--- src/rtl/jtag_ir_pkg.sv ---
package jtag_ir_pkg;
  localparam int IR_W  = 5;
  localparam int SEL_W = 7;

  localparam int SEL_BSR   = 0;
  localparam int SEL_BYP   = 1;
  localparam int SEL_ID    = 2;
  localparam int SEL_DRX   = 3;
  localparam int SEL_DTX   = 4;
  localparam int SEL_DCS   = 5;
  localparam int SEL_CACHE = 6;

  localparam logic [IR_W-1:0] OP_EXTEST = 5'b00000;
  localparam logic [IR_W-1:0] OP_SAMPLE = 5'b00001;
  localparam logic [IR_W-1:0] OP_DRX    = 5'b00010;
  localparam logic [IR_W-1:0] OP_CLAMP  = 5'b00100;
  localparam logic [IR_W-1:0] OP_CACHE  = 5'b00111;
  localparam logic [IR_W-1:0] OP_HIGHZ  = 5'b01000;
  localparam logic [IR_W-1:0] OP_DCS    = 5'b01001;
  localparam logic [IR_W-1:0] OP_DTX    = 5'b10000;
  localparam logic [IR_W-1:0] OP_IDCODE = 5'b11110;
  localparam logic [IR_W-1:0] OP_BYPASS = 5'b11111;

  localparam logic [IR_W-1:0] CAP_PAT = 5'b00001;

  typedef struct packed {
    logic [SEL_W-1:0] sel;
    logic             pin_ctl;
    logic             pin_hiz;
  } ir_dec_t;

  // index of the data register chosen by an opcode
  function automatic int unsigned sel_index(input logic [IR_W-1:0] op);
    case (op)
      OP_EXTEST, OP_SAMPLE: sel_index = SEL_BSR;
      OP_DRX:               sel_index = SEL_DRX;
      OP_DTX:               sel_index = SEL_DTX;
      OP_DCS:               sel_index = SEL_DCS;
      OP_CACHE:             sel_index = SEL_CACHE;
      OP_IDCODE:            sel_index = SEL_ID;
      default:              sel_index = SEL_BYP;
    endcase
  endfunction

  function automatic logic takes_pins(input logic [IR_W-1:0] op);
    takes_pins = (op == OP_EXTEST) || (op == OP_CLAMP) || (op == OP_HIGHZ);
  endfunction

  function automatic logic floats_pins(input logic [IR_W-1:0] op);
    floats_pins = (op == OP_HIGHZ);
  endfunction
endpackage

--- src/rtl/ir_shift_stage.sv ---
module ir_shift_stage #(
  parameter int             W   = 5,
  parameter logic [W-1:0]   CAP = '0
) (
  input  logic         tck,
  input  logic         trst_n,
  input  logic         tdi,
  input  logic         capture,
  input  logic         shift,
  output logic [W-1:0] sr,
  output logic         so
);
  logic [W-1:0] sr_q;

  always_ff @(posedge tck or negedge trst_n) begin
    if (!trst_n)      sr_q <= CAP;
    else if (capture) sr_q <= CAP;
    else if (shift)   sr_q <= {tdi, sr_q[W-1:1]};
  end

  always_ff @(negedge tck or negedge trst_n) begin
    if (!trst_n) so <= 1'b0;
    else         so <= sr_q[0];
  end

  assign sr = sr_q;
endmodule

--- src/rtl/ir_hold_stage.sv ---
module ir_hold_stage #(
  parameter int           W    = 5,
  parameter logic [W-1:0] INIT = '0
) (
  input  logic         tck,
  input  logic         trst_n,
  input  logic         update,
  input  logic         tlr,
  input  logic [W-1:0] sr,
  output logic [W-1:0] op
);
  always_ff @(negedge tck or negedge trst_n) begin
    if (!trst_n)     op <= INIT;
    else if (tlr)    op <= INIT;
    else if (update) op <= sr;
  end
endmodule

--- src/rtl/ir_decoder.sv ---
module ir_decoder
  import jtag_ir_pkg::*;
(
  input  logic [IR_W-1:0] op,
  output ir_dec_t         dec
);
  int unsigned idx;
  assign idx = sel_index(op);

  for (genvar g = 0; g < SEL_W; g++) begin : g_sel
    assign dec.sel[g] = (idx == g);
  end

  assign dec.pin_ctl = takes_pins(op);
  assign dec.pin_hiz = floats_pins(op);
endmodule

--- src/rtl/jtag_ir_unit.sv ---
module jtag_ir_unit
  import jtag_ir_pkg::*;
(
  input  logic             tck,
  input  logic             trst_n,
  input  logic             tdi,
  input  logic             capture_ir,
  input  logic             shift_ir,
  input  logic             update_ir,
  input  logic             tlr,
  output logic             ir_so,
  output logic [IR_W-1:0]  ir_active,
  output logic [SEL_W-1:0] dr_sel,
  output logic             pin_ctl,
  output logic             pin_hiz
);
  logic [IR_W-1:0] shift_val;
  ir_dec_t         dec;

  ir_shift_stage #(.W(IR_W), .CAP(CAP_PAT)) u_shift (
    .tck(tck), .trst_n(trst_n), .tdi(tdi),
    .capture(capture_ir), .shift(shift_ir),
    .sr(shift_val), .so(ir_so)
  );

  ir_hold_stage #(.W(IR_W), .INIT(OP_IDCODE)) u_hold (
    .tck(tck), .trst_n(trst_n), .update(update_ir), .tlr(tlr),
    .sr(shift_val), .op(ir_active)
  );

  ir_decoder u_dec (.op(ir_active), .dec(dec));

  assign dr_sel  = dec.sel;
  assign pin_ctl = dec.pin_ctl;
  assign pin_hiz = dec.pin_hiz;
endmodule

--- config.mk ---
export PLATFORM = sky130hd
export DESIGN_NAME = jtag_ir_unit
export DESIGN_NICKNAME = d
export VERILOG_FILES = /design/src/rtl/jtag_ir_pkg.sv /design/src/rtl/ir_shift_stage.sv /design/src/rtl/ir_hold_stage.sv /design/src/rtl/ir_decoder.sv /design/src/rtl/jtag_ir_unit.sv
export SDC_FILE = /design/constraint.sdc
export NUM_CORES = 1
export LEC_CHECK = 0
export BUFFER_PORTS_ARGS = -buffer_cell sky130_fd_sc_hd__clkbuf_2
export CAP_MARGIN = 20
export CORE_MARGIN = 5
export CORE_UTILIZATION = 40
export CTS_BUF_LIST = sky130_fd_sc_hd__clkbuf_16
export DETAILED_ROUTE_END_ITERATION = 6
export PLACE_DENSITY = 0.66
export RECOVER_POWER = 50
export SLEW_MARGIN = 20
export SYNTH_ARGS = -nofsm -noshare
export SYNTH_HDL_FRONTEND = slang
export SYNTH_SLANG_ARGS = --single-unit
export TNS_END_PERCENT = 50
--- constraint.sdc ---
create_clock -name tck -period 3.3 [get_ports tck]
set_clock_uncertainty 0.15 [all_clocks]
set_input_delay 0.99 -clock tck [delete_from_list [all_inputs] [get_ports tck]]
set_output_delay 0.99 -clock tck [all_outputs]
set_load 0.01 [all_outputs]
==> impl_metrics.yaml <==
clock_network:
  clkTransAtPathRegs_ns: 0.04
  cts_tree: "built"
  cts_root_buffer: "clkbuf_16"
  ctsLongestPathBuffers: 2
  holdBufCountCts: 0
  cts_buffers: 3
  cts.sinks: 11
  h-tree-depth: 1
  clk_latency_ns: 0.24
die:
  die_x_um: 47.81
  die-area_um2: 2286
  initial_core_util_pct: 42.87
  rows: 13
  fp.dieH_um: 47.81
  io_pins: 22
  core_um2: 1334
synth:
  ys_ff_latch: 11
  yosysWarnings: 0
  synth_area_per_cell_um2: 10.21
  syn_nets: 63
  ys_types: 21
  ys_seq_area_share_pct: 49.23
  netlist_area_um2: 571.8
  synthCells: 56
grt:
  grt_pass1_vias: 514
  grt_max_degree: 12
  grt_pass1_wl_um: 2297
  overflow: 0
  grt_util_all_layers_pct: 15.17
  antenna_found_initial: 0
timing:
  final_max_slew_viol_count: 0
  slew_headroom_pct: 60.99
  worst_slack_ns: -0.9367
  hold_viol: 0
  rsz0062_at_grt: "yes"
  tightest_slew_ns: 0.5851
  setup_viol: 15
  finalSetupTns_ns: -10.86
routing:
  ant_nets: 0
  drt_iter0_drc: 4
  drc: 0
  routed_wl_um: 1521
  wl_per_cell_um: 14.77
  avgViaCountPerCell: 5.146
  num_vias: 530
  firstDrtPassIters: 4
worst_setup_path:
  r2r_setup_slack_ns: 0.82
  crit_path_end_kind: "output port"
  crit_required_ns: 2.16
  cp_data_arrival_time_ns: 3.10
  crit_path_max_fanout: 5
  crit_path_start_kind: "flip-flop"
  worstSetupPathType: "flip-flop to output port"
job:
  drv_cap: 0
run_status:
  failed_checks: "setup timing"
  outcome: "finished with violations"
power_and_ir_drop:
  p_per_area_nw_per_um2: 491.3
  ir_worst_vdd_v: 0.0003598
  finalPower_mw: 0.4697
  leakage_nw: 0.4604
cells_and_area:
  antennaDiodeCount: 0
  nNetsFinal: 96
  multi_input_area_um2: 357.8
  final-seq-area_um2: 281.5
  fillers: 107
  drive_gt1_share_pct: 55.68
  synthToLayoutAreaGrowth_pct: 67.18
  stdcell_count: 103
place:
  hpwl_um: 1009
  portBuffers: 21
  placedCellCount: 94
  pre_cts_slack_ns: -0.6786
  gp_congestion: 0.7446
min_path:
  hp-class: "flip-flop to flip-flop"
[routing by layer]
layer / track usage, % / up-vias / wire, µm
li1: - / 261 / -
met1: 16.36 / 249 / 587
met2: 25.59 / 16 / 807
met3: 4.511 / 4 / 91
met4: 9.677 / 0 / 35
met5: 0 / - / 0
[placed cells by master, fill, tap and decap left out, drive strengths merged]
cell type	instances
a2111oi	1
a211o	5
a211oi	1
a21oi	1
buf	21
clkbuf	12
dfrtn	2
dfrtp	4
dfstp	5
inv	5
mux2i	5
nand2	2
nand3b	1
nor2	7
nor2b	5
nor3	2
nor4	3
nor4b	2
or2	1
or2b	2
or3b	1
[layout make-up]
cell class | count | share of cell area (%)
multi-input combinational | 39 | 37.43
clock buffer | 3 | 7.853
timing repair buffer | 30 | 21.34
tap | 15 | 1.963
sequential | 11 | 29.45
clock inverter | 5 | 1.963
[power by group]
| group | switching [mW] | total (mW) | internal (mW) |
|---|---|---|---|
| sequential | 0.0109 | 0.158 | 0.147 |
| combinational | 0.0401 | 0.0801 | 0.0400 |
| clock | 0.0661 | 0.231 | 0.165 |
[state kept, by name, summed over array words and instances (netlist names)]
name and flops:
u_shift.so 1, u_hold.op 5, u_shift.sr 5
[worst max-delay path, stage by stage, from the launching register on]
cell,delay (ns)
dfrtn_1,0.45
or3b_4,0.41
a21oi_2,0.15
nor3_2,0.05
clkbuf_2,0.12
[kinds of logic (layout without fill, tap and decap cells)]
| logic type | count (synthesis) | after routing | synth area share (%) |
|---|---|---|---|
| muxes | 5 | 5 | 8.753 |
| buffers and inverters | 6 | 38 | 4.594 |
| AOI/OAI and AO/OA | 8 | 8 | 11.38 |
| and+or+nand+nor | 26 | 26 | 26.04 |
| DFF | 11 | 11 | 49.24 |
[worst paths after layout]
check,start,end,cells after the start
worst max-delay path,u_hold.op[0],dr_sel[1],4
worst min-delay path,u_shift.sr[1],u_shift.sr[0],1
worst max register to register,u_shift.sr[0],u_hold.op[0],2
worst min register to register,u_shift.sr[1],u_shift.sr[0],1
max in group asynchronous,trst_n,u_hold.op[2],1
min in group asynchronous,trst_n,u_shift.sr[2],1
[timing repair]
item	in CTS	in global routing
resized for setup	9	19
hold endpoints to repair	0	0
endpoints found under the setup margin	15	15
pin swaps	2	3
setup buffers	1	1
[metrics by stage]
step	instance area, µm²	hold WS (ns)	util [%]
global route	955.9	0.4297	71.67
finish	955.9	0.3833	71.67
global placement	765.7	0.3824	57.41
detailed placement	765.7	0.3732	57.41
CTS	907.1	0.3875	68.01
floorplan	619.3	0.3334	-
[cells in the mapped netlist]
cell type,instances,area share [%]
nor4_1,3,3.3
or2_2,1,1.1
a2111oi_0,1,1.5
buf_2,3,2.6
nor4b_1,2,3.1
a21oi_1,1,0.87
or2b_1,2,2.6
nand3b_1,1,1.3
dfstp_2,5,23
nor3_1,2,1.8
nor2b_1,5,5.5
inv_1,1,0.66
a211o_1,5,7.7
or3b_1,1,1.5
clkbuf_1,2,1.3
nor2_1,7,4.6
mux2i_1,5,8.8
a211oi_1,1,1.3
nand2_1,2,1.3
dfrtn_1,2,8.8
dfrtp_1,4,18
No activity file was read; power rests on OpenSTA's default activity.
